File: config.mk
export PLATFORM = sky130hd
export DESIGN_NAME = nc_region_decoder
export DESIGN_NICKNAME = d
export VERILOG_FILES = /design/src/rtl/ncd_pkg.sv /design/src/rtl/ncd_regbank.sv /design/src/rtl/ncd_region_match.sv /design/src/rtl/ncd_legacy_match.sv /design/src/rtl/nc_region_decoder.sv
export SDC_FILE = /design/constraint.sdc
export NUM_CORES = 1
export LEC_CHECK = 0
export ABC_CLOCK_PERIOD_IN_PS = 5330
export BUFFER_PORTS_ARGS = -buffer_cell sky130_fd_sc_hd__buf_2
export CORE_ASPECT_RATIO = 0.5
export CORE_MARGIN = 2
export CORE_UTILIZATION = 66
export CTS_BUF_LIST = sky130_fd_sc_hd__clkbuf_16
export DETAILED_ROUTE_END_ITERATION = 10
export HOLD_SLACK_MARGIN = 0.02
export PLACE_DENSITY = 0.85
export REMOVE_ABC_BUFFERS = 1
export SETUP_SLACK_MARGIN = 0.02
export SLEW_MARGIN = 20
export SYNTH_ARGS = -nofsm -noshare
export SYNTH_HDL_FRONTEND = slang
export SYNTH_SLANG_ARGS = --single-unit
File: constraint.sdc
create_clock -name clk -period 5.33 [get_ports clk]
set_clock_uncertainty 0.2 [all_clocks]
set_input_delay 0.7995 -clock clk [delete_from_list [all_inputs] [get_ports clk]]
set_output_delay 0.7995 -clock clk [all_outputs]
set_load 0.05 [all_outputs]
File: src/rtl/ncd_pkg.sv
// Package: shared constants and types of the non-cacheable region decoder.
// Assumes a 32-bit physical address with 4 KB base granularity.
package ncd_pkg;
    localparam int ADDR_W     = 32;
    localparam int BYTE_W     = 8;
    localparam int PAGE_SHIFT = 12;   // base bits below this are implied zero
    localparam int SIZE_BIAS  = 11;   // code n spans 2^(n+SIZE_BIAS) bytes
    localparam int GROUP_LEN  = 3;    // bytes per region group

    localparam logic [7:0] IDX_MODE   = 8'hC0;  // legacy window enables
    localparam logic [7:0] IDX_AUX    = 8'hC1;  // single defined bit
    localparam logic [7:0] IDX_GROUP0 = 8'hC4;  // first region group

    localparam logic [3:0] CODE_OFF = 4'd0;
    localparam logic [3:0] CODE_ALL = 4'd15;

    // One region group, in index order.
    typedef struct packed {
        logic [7:0] base_top;    // base bits 31..24
        logic [7:0] base_mid;    // base bits 23..16
        logic [7:0] base_code;   // base bits 15..12 | size code
    } region_cfg_t;
endpackage

File: src/rtl/ncd_regbank.sv
// Register bank: stores the mode byte, the auxiliary bit and every region
// group byte, accepts single-byte writes by index and returns a combinational
// read-back. Assumes write index and read index share one port.
module ncd_regbank
    import ncd_pkg::*;
#(
    parameter int NUM_REGIONS = 4
) (
    input  logic                          clk,
    input  logic                          rst_n,
    input  logic                          wr_en,
    input  logic [7:0]                    idx,
    input  logic [BYTE_W-1:0]             wdata,
    output logic [BYTE_W-1:0]             rdata,
    output logic                          low64k_en,
    output logic                          hole_en,
    output region_cfg_t [NUM_REGIONS-1:0] region_cfg
);
    localparam int NUM_BYTES = NUM_REGIONS * GROUP_LEN;
    localparam logic [7:0] IDX_LAST = 8'(int'(IDX_GROUP0) + NUM_BYTES - 1);

    logic [BYTE_W-1:0]                 mode_q;
    logic                              aux_q;
    logic [NUM_BYTES-1:0][BYTE_W-1:0]  bytes_q;
    logic                              idx_known;

    // Mode byte storage.
    always_ff @(posedge clk) begin
        if (!rst_n)                         mode_q <= '0;
        else if (wr_en && idx == IDX_MODE)  mode_q <= wdata;
    end

    // Auxiliary register keeps only its defined bit.
    always_ff @(posedge clk) begin
        if (!rst_n)                        aux_q <= 1'b0;
        else if (wr_en && idx == IDX_AUX)  aux_q <= wdata[0];
    end

    genvar k;
    generate
        for (k = 0; k < NUM_BYTES; k++) begin : g_byte
            localparam logic [7:0] MY_IDX = 8'(int'(IDX_GROUP0) + k);

            // One region byte, written only when its own index is addressed.
            always_ff @(posedge clk) begin
                if (!rst_n)                       bytes_q[k] <= '0;
                else if (wr_en && idx == MY_IDX)  bytes_q[k] <= wdata;
            end


            byte_isolated_chk: assert property (@(posedge clk) disable iff (!rst_n)
                (wr_en && idx != MY_IDX) |=> $stable(bytes_q[k]))
                else $error("region byte %0d changed on a foreign write", k);
        end

        for (k = 0; k < NUM_REGIONS; k++) begin : g_group
            // Assemble one region group from its three bytes.
            assign region_cfg[k] = '{base_top:  bytes_q[GROUP_LEN*k],
                                     base_mid:  bytes_q[GROUP_LEN*k + 1],
                                     base_code: bytes_q[GROUP_LEN*k + 2]};
        end
    endgenerate

    assign low64k_en = mode_q[0];
    assign hole_en   = mode_q[1];

    // Decode whether the index names any stored register.
    always_comb begin
        idx_known = (idx == IDX_MODE) || (idx == IDX_AUX) ||
                    ((idx >= IDX_GROUP0) && (idx <= IDX_LAST));
    end

    // Read-back multiplexer; unknown indices return zero.
    always_comb begin
        rdata = '0;
        if (idx == IDX_MODE)     rdata = mode_q;
        else if (idx == IDX_AUX) rdata = {{(BYTE_W-1){1'b0}}, aux_q};
        else begin
            for (int j = 0; j < NUM_BYTES; j++) begin
                if (idx == 8'(int'(IDX_GROUP0) + j)) rdata = bytes_q[j];
            end
        end
    end


    unknown_write_chk: assert property (@(posedge clk) disable iff (!rst_n)
        (wr_en && !idx_known) |=> ($stable(bytes_q) && $stable(mode_q) && $stable(aux_q)))
        else $error("write to an unknown index changed state");


    aux_reserved_chk: assert property (@(posedge clk) disable iff (!rst_n)
        (idx == IDX_AUX) |-> (rdata[BYTE_W-1:1] == '0))
        else $error("reserved auxiliary bits read nonzero");
endmodule

File: src/rtl/ncd_region_match.sv
// Region comparator: decides whether an address falls inside the aligned
// power-of-two block described by one region group. Purely combinational.
// Assumes the base is aligned; any base bits below the size are ignored.
module ncd_region_match
    import ncd_pkg::*;
(
    input  region_cfg_t        cfg,
    input  logic [ADDR_W-1:0]  addr,
    output logic               hit
);
    logic [3:0]        code;
    logic [ADDR_W-1:0] base_full;
    logic [ADDR_W-1:0] keep_mask;

    assign code      = cfg.base_code[3:0];
    assign base_full = {cfg.base_top, cfg.base_mid, cfg.base_code[7:4], {PAGE_SHIFT{1'b0}}};

    // Size decode: bits at or above the block size take part in the compare.
    always_comb begin
        if (code == CODE_ALL) keep_mask = '0;
        else                  keep_mask = {ADDR_W{1'b1}} << (int'(code) + SIZE_BIAS);
    end

    // Masked compare gated by the enable code.
    always_comb begin
        hit = (code != CODE_OFF) && (((addr ^ base_full) & keep_mask) == '0);
    end
endmodule

File: src/rtl/ncd_legacy_match.sv
// Legacy window comparator: low 64 KB of each megabyte, and the fixed
// 640 KB..1 MB hole at the bottom of memory. Combinational; takes only the
// address bits at and above bit 16 since neither window is finer.
module ncd_legacy_match (
    input  logic        low64k_en,
    input  logic        hole_en,
    input  logic [15:0] addr_hi,     // address bits 31..16
    output logic        low64k_hit,
    output logic        hole_hit
);
    // Low 64 KB of any megabyte: bits 19..16 all zero.
    always_comb low64k_hit = low64k_en && (addr_hi[3:0] == 4'h0);

    // Absolute window 0x000A0000..0x000FFFFF.
    always_comb hole_hit = hole_en && (addr_hi[15:4] == 12'h000) && (addr_hi[3:0] >= 4'hA);
endmodule

File: src/rtl/nc_region_decoder.sv
// Top: programmable non-cacheable region decoder. Holds the configuration
// bank, compares the lookup address against every region and both legacy
// windows, and registers the combined flag. Assumes cfg_idx is stable
// around the rising edge whenever cfg_wr_en is high.
module nc_region_decoder
    import ncd_pkg::*;
#(
    parameter int NUM_REGIONS = 4
) (
    input  logic               clk,
    input  logic               rst_n,
    input  logic               cfg_wr_en,
    input  logic [7:0]         cfg_idx,
    input  logic [BYTE_W-1:0]  cfg_wdata,
    output logic [BYTE_W-1:0]  cfg_rdata,
    input  logic [ADDR_W-1:0]  lookup_addr,
    output logic               lookup_uncached
);
    region_cfg_t [NUM_REGIONS-1:0] region_cfg;
    logic [NUM_REGIONS-1:0]        region_hit;
    logic                          low64k_en, hole_en;
    logic                          low64k_hit, hole_hit;
    logic                          any_region_hit;
    logic                          uncached_d;

    ncd_regbank #(.NUM_REGIONS(NUM_REGIONS)) u_bank (
        .clk        (clk),
        .rst_n      (rst_n),
        .wr_en      (cfg_wr_en),
        .idx        (cfg_idx),
        .wdata      (cfg_wdata),
        .rdata      (cfg_rdata),
        .low64k_en  (low64k_en),
        .hole_en    (hole_en),
        .region_cfg (region_cfg)
    );

    genvar g;
    generate
        for (g = 0; g < NUM_REGIONS; g++) begin : g_region
            ncd_region_match u_match (
                .cfg  (region_cfg[g]),
                .addr (lookup_addr),
                .hit  (region_hit[g])
            );


            size_off_chk: assert property (@(posedge clk) disable iff (!rst_n)
                (region_cfg[g].base_code[3:0] == CODE_OFF) |-> !region_hit[g])
                else $error("disabled region %0d matched", g);


            size_all_chk: assert property (@(posedge clk) disable iff (!rst_n)
                (region_cfg[g].base_code[3:0] == CODE_ALL) |-> region_hit[g])
                else $error("full-space region %0d missed", g);
        end
    endgenerate

    ncd_legacy_match u_legacy (
        .low64k_en  (low64k_en),
        .hole_en    (hole_en),
        .addr_hi    (lookup_addr[ADDR_W-1:16]),
        .low64k_hit (low64k_hit),
        .hole_hit   (hole_hit)
    );

    // Merge every source of a non-cacheable verdict.
    always_comb begin
        any_region_hit = |region_hit;
        uncached_d     = any_region_hit | low64k_hit | hole_hit;
    end

    // Output register: one cycle from address to flag.
    always_ff @(posedge clk) begin
        if (!rst_n) lookup_uncached <= 1'b0;
        else        lookup_uncached <= uncached_d;
    end


    reset_clear_chk: assert property (@(posedge clk)
        !rst_n |=> !lookup_uncached)
        else $error("output not cleared by reset");


    region_latency_chk: assert property (@(posedge clk) disable iff (!rst_n)
        any_region_hit |=> lookup_uncached)
        else $error("region hit not reflected one cycle later");


    low64k_latency_chk: assert property (@(posedge clk) disable iff (!rst_n)
        low64k_hit |=> lookup_uncached)
        else $error("low 64 KB hit not reflected");


    hole_absolute_chk: assert property (@(posedge clk) disable iff (!rst_n)
        (lookup_addr[ADDR_W-1:20] != '0) |-> !hole_hit)
        else $error("legacy hole matched above the first megabyte");
endmodule

==> results.cfg, run 1 <==
[status]
status = finished, final reports clean

[place]
dp_hpwl_um = 20400
place.gp.congestion = 1.02
numPortBuffers = 59
dp.cells = 1145

[global_route]
grt_overflow = 0
antenna_found_initial = 0
grt_pass1_wl_um = 41500
grt_max_degree = 60
first_global_vias = 7171
globalRouteTotalUtil = 0.453

[finish]
diodes = 0
fin_cells = 1161
final_cell_mix = nand2_1 (151), a21oi_1 (122), dfxtp_1 (106)
final_common_cell = nand2_1
layout-drive-gt1-share = 0.105
final_nets = 1086
syn_to_final_growth_pct = 8.47

[power]
combPwrFrac = 0.119
p_switching_uw = 474
p_leak_nw = 2.97
p_int_mw = 1.17
pwr-share-clk = 0.397
vdd_drop_max_mv = 0.152
swShare = 0.289
seqPwrFrac = 0.484
p_per_area_nw_per_um2 = 207

[setup_path]
ff2ff_path_depth = 10
path_class = in2out
required_ns = 4.33
crit_start = cfg_idx[4]
crit_fanout = 8
arrival_ns = 3.50
endpoint_kind = primary output
r2r_start = u_bank.region_cfg[49]
r2r_slack_ns = 2.14
r2r-end = lookup_uncached
cp-endpoint = cfg_rdata[0]
start_kind = input pin

[flow_run]
cap_viol_max_count = 0

[floorplan]
start_util = 0.670
die_h_um = 78.3
io_pins = 60
fp.dieArea_um2 = 12000
die_w_um = 153
core_um2 = 10900
rows = 27

[sta]
worstMarginPinSlew_ns = 0.872
rsz0062_at_grt = no
finalMaxSlewViolations = 0
slew_headroom = 0.414
tns_ns = 0
fin_crit_sh = 0.844
hold_viol_final = 0
layout_min_cycle_time_ns = 4.50
timing.fmax_mhz = 222
finalSetupViolCount = 0

[detailed_routing]
detail_route.first_pass.iterations = 7
ant_nets = 0
vias = 8113
drt_wl_total_um = 27700
wl_met3_um = 4680
dr.first_iter.drc_count = 1416
wl_met2_um = 11000
top_layer = met4
via_per_inst = 6.99
met1Wirelength_um = 11000
drc = 0
wl_per_cell_um = 23.9

[clock_tree]
cts_made_buffers = 9
h-tree-depth = 3
clock-root-buffer = clkbuf_16
cts_resized = 0
clkLatencyLatePin_ns = 0.35
max-clock-path-buffers = 2
cts_tree = done
post-cts-setup-buffer-count = 0
clkTransAtPathRegs_ns = 0.08
clock_sinks = 106
hold_buffers = 0

[yosys]
synthFlopType = dfxtp_1
syn_area_per_cell_um2 = 7.33
yosys.area.top_type = dfxtp_1
synth_cells = 995
async_flop_share = 0
netlist.area_leader.share = 0.291
synth.top_cells.by_area = dfxtp_1 (29%), a21oi_1 (8.4%), nand2_1 (7.8%)
syn_area_um2 = 7290
synth_edf_count = 0
ys_seq_elements = 106
ys_seq_area_frac = 0.291
ys_types = 72
yosysWarnings = 0

[hold_path]
hold_class = reg2reg
==> final cells by class <==
class / instances / area (µm²)
repair buffers: 77 / 430
fillers: 913 / 2970
multi-input cells: 790 / 4800
inverters: 27 / 103
clock buffers: 9 / 225
clock inverters: 7 / 52.6
well taps: 145 / 181
flip-flops and latches: 106 / 2120
==> flip-flops by register name (all words and copies together), names as in the netlist <==
| signal | count |
|---|---|
| lookup_uncached | 1 |
| u_bank.aux_q | 1 |
| u_bank.mode_q | 8 |
| u_bank.region_cfg | 96 |
==> cells in the mapped netlist (2+ instances only) <==
cell	instances
o31a_1	2
a31o_2	2
a21o_1	2
nand3_1	105
inv_1	23
o31ai_1	6
o21ai_1	11
clkbuf_1	64
o21ai_0	37
dfxtp_1	106
a221oi_1	9
o221ai_1	4
nor4_2	2
nor2b_1	8
a32oi_1	2
nand4_1	8
ha_1	24
xor2_1	59
a22oi_1	12
a211oi_1	10
nand2b_1	10
inv_2	4
a2111oi_0	2
a222oi_1	8
o2111ai_1	3
a22o_1	4
nor3_1	9
o211ai_1	6
a31oi_1	4
nor4_1	8
and3_1	2
o22ai_1	13
o21a_1	3
nor2_1	59
mux2i_1	18
xnor2_1	25
or4_1	2
buf_2	7
maj3_1	2
a21oi_1	122
a221o_1	3
nand2_1	151
nand3b_1	2
or3_1	4
==> logic make-up after synthesis <==
kind of cell | Yosys count | synth area share
simple gates | 383 | 0.246
mux | 18 | 0.0247
buf+inv | 99 | 0.0522
compound gates | 279 | 0.242
fa+ha+maj | 26 | 0.0439
flops | 106 | 0.291
xor+xnor | 84 | 0.101
==> worst min-delay path by stage <==
stage	start	to	cells after the start
4_1_cts	u_bank.mode_q[2]	u_bank.mode_q[2]	2
6_report	u_bank.mode_q[2]	u_bank.mode_q[2]	2
3_5_place_dp	u_bank.mode_q[2]	u_bank.mode_q[2]	2
5_1_grt	u_bank.mode_q[2]	u_bank.mode_q[2]	2
3_3_place_gp	u_bank.mode_q[2]	u_bank.mode_q[2]	2
2_1_floorplan	u_bank.mode_q[6]	u_bank.mode_q[6]	2
==> metal layers <==
layer  GRT usage  vias up
li1            -     3606
met5           0        -
met2       0.650      627
met3       0.162      102
met4       0.133        0
met1       0.636     3778
==> critical path, stage by stage <==
cell and delay (ns):
buf_2 0.10, nand4bb_1 0.50, nor3_2 0.62, a22o_1 0.24
a22oi_1 0.06, a21oi_1 0.17, o22ai_1 0.14, a21o_1 0.19
a211oi_1 0.32, buf_2 0.33
==> per-stage QoR <==
| step | power (mW) | hold slack (ns) | cell area, µm² | utilization | setup WS [ns] |
|---|---|---|---|---|---|
| after floorplan | 0.885 | 0.236 | 7010 | - | 0.00682 |
| after global placement | 0.992 | 0.242 | 7630 | 0.702 | 1.07 |
| after detailed placement | 0.995 | 0.255 | 7630 | 0.702 | 0.979 |
| after CTS | 1.62 | 0.266 | 7910 | 0.727 | 0.961 |
| after global routing | 1.67 | 0.284 | 7910 | 0.727 | 0.783 |
| final | 1.64 | 0.260 | 7910 | 0.727 | 0.830 |
==> power groups by stage <==
stage / Combinational, mW / Clock (mW) / Sequential, mW
3_5_place_dp: 0.183 / 0 / 0.812
6_report: 0.195 / 0.651 / 0.793
5_1_grt: 0.202 / 0.676 / 0.793
2_1_floorplan: 0.0737 / 0 / 0.812
4_1_cts: 0.184 / 0.643 / 0.793
3_3_place_gp: 0.180 / 0 / 0.812
Note: power is estimated with default switching activity, not from simulation.
==> run 2: changes to the inputs <==
--- a/config.mk
+++ b/config.mk
@@ -5,15 +5,15 @@
 export SDC_FILE = /design/constraint.sdc
 export NUM_CORES = 1
 export LEC_CHECK = 0
-export ABC_CLOCK_PERIOD_IN_PS = 5330
+export ABC_CLOCK_PERIOD_IN_PS = 3800
 export BUFFER_PORTS_ARGS = -buffer_cell sky130_fd_sc_hd__buf_2
 export CORE_ASPECT_RATIO = 0.5
 export CORE_MARGIN = 2
-export CORE_UTILIZATION = 66
+export CORE_UTILIZATION = 55
 export CTS_BUF_LIST = sky130_fd_sc_hd__clkbuf_16
 export DETAILED_ROUTE_END_ITERATION = 10
 export HOLD_SLACK_MARGIN = 0.02
-export PLACE_DENSITY = 0.85
+export PLACE_DENSITY = 0.75
 export REMOVE_ABC_BUFFERS = 1
 export SETUP_SLACK_MARGIN = 0.02
 export SLEW_MARGIN = 20
==> constraint.sdc (replaced) <==
create_clock -name clk -period 3.8 [get_ports clk]
set_clock_uncertainty 0.2 [all_clocks]
set_input_delay 0.57 -clock clk [delete_from_list [all_inputs] [get_ports clk]]
set_output_delay 0.57 -clock clk [all_outputs]
set_load 0.05 [all_outputs]
==> results.cfg, run 2 (same netlist as run 1, synthesis figures left out) <==
[floorplan]
io_pins = 60
die_w_um = 167
core_um2 = 12800
die_h_um = 85.4
start_util = 0.569
rows = 29
fp.dieArea_um2 = 14300

[clock_tree]
post-cts-setup-buffer-count = 0
clkLatencyLatePin_ns = 0.36
clkTransAtPathRegs_ns = 0.08
cts_tree = done
cts_resized = 0
clock-root-buffer = clkbuf_16
cts_made_buffers = 9
hold_buffers = 0
max-clock-path-buffers = 2
h-tree-depth = 3
clock_sinks = 106

[setup_path]
arrival_ns = 2.88
required_ns = 3.03
worst_path_most_repeated_cell = nand2_1
endpoint_kind = primary output
path_cells = buf_2, nor4bb_4, nand2_1, buf_4, nor2_1, nand2_1, o21ai_0, a221oi_1, or4_1, a21oi_1, clkbuf_4
crit_fanout = 4
crit_start = cfg_idx[5]
worst-path-buf-inv = 3
start_kind = input pin
slowest_delay_ns = 0.56
crit_path_top_delay_cell = or4_1
r2r_start = u_bank.region_cfg[24]
path_class = in2out
cp_top_family = simple AND/OR/NAND/NOR gates

[detailed_routing]
dr.first_iter.drc_count = 1197
detail_route.first_pass.iterations = 5
ant_nets = 0
vias = 7978
via_per_inst = 6.68
drt_wl_total_um = 29000
wl_per_cell_um = 24.3
drc = 0

[finish]
diodes = 0
final_cell_area_um2 = 8040
largest_reg_flops = 96
fillers = 1176
syn_to_final_growth_pct = 10.2
final_nets = 1095
layout-drive-gt1-share = 0.115
postLayoutCoreUtil = 0.628
final_cell_mix = nand2_1 (151), a21oi_1 (122), dfxtp_1 (106)
final_common_cell = nand2_1
fin_cells = 1195

[sta]
worstMarginPinSlew_ns = 0.621
rsz0062_at_grt = no
layout_setup_ws_ns = 0.154
layout_min_cycle_time_ns = 3.65
fin_crit_sh = 0.960
timing.fmax_mhz = 274
holdWs_ns = 0.259
slew_headroom = 0.586
hold_viol_final = 0
finalMaxSlewViolations = 0
finalSetupViolCount = 0

[global_route]
grt_max_degree = 41
first_global_vias = 7222
antenna_found_initial = 0
globalRouteTotalUtil = 0.402
grt_pass1_wl_um = 43000
grt_overflow = 0

[place]
post_dp_cell_area_um2 = 7740
place.gp.congestion = 1.02
numPortBuffers = 59
dpl_worst_slack_ns = 0.156
dp_hpwl_um = 21700
dp.cells = 1179

[hold_path]
min-delay-start = u_bank.mode_q[5]
hold_class = reg2reg

[power]
vdd_drop_max_mv = 0.274
p_per_area_nw_per_um2 = 288
p_leak_nw = 3.02

[status]
status = finished, final reports clean

[flow_run]
cap_viol_max_count = 0
[run 2: path summary, 6_finish.rpt]
kind / depth (start not counted) / end / slack (ns)
hold reg to reg: 2 / u_bank.mode_q[5] / 0.26
setup reg to reg: 12 / lookup_uncached / 0.62
hold / removal: 2 / u_bank.mode_q[5] / 0.26
setup / recovery: 11 / cfg_rdata[3] / 0.15
[run 2: power breakdown]
part | internal, mW | switching [mW]
Combinational | 0.0785 | 0.211
Sequential | 1.11 | 0.00214
Clock | 0.451 | 0.463
[run 2: tightest hold or removal path: cells and delay by family (launching register included)]
family,cells,cell delay [ns]
flip-flops,1,0.32
AND/OR/NAND/NOR,1,0.05
AO/OA/AOI/OAI,1,0.05
[run 2: through the flow]
stage               TNS, ns  total power, mW
finish                    0             2.32
CTS                       0             2.30
global route              0             2.36
global placement          0             1.41
floorplan             -3.94             1.24
detailed placement        0             1.41
[run 2: routing by layer]
metal	track usage	vias up	share of wire
met5	0.0368	-	0.0016
met2	0.572	548	0.40
met1	0.580	3735	0.43
met3	0.121	66	0.15
li1	-	3627	-
met4	0.113	2	0.026
[run 2: layout make-up]
| cell class | instances | area, µm² | area share |
|---|---|---|---|
| inverter | 27 | 103 | 0.0128 |
| tap | 170 | 213 | 0.0265 |
| clock buffer | 9 | 225 | 0.0280 |
| clock inverter | 7 | 52.6 | 0.00654 |
| multi-input combinational | 790 | 4810 | 0.599 |
| timing repair buffer | 86 | 513 | 0.0638 |
| sequential | 106 | 2120 | 0.264 |
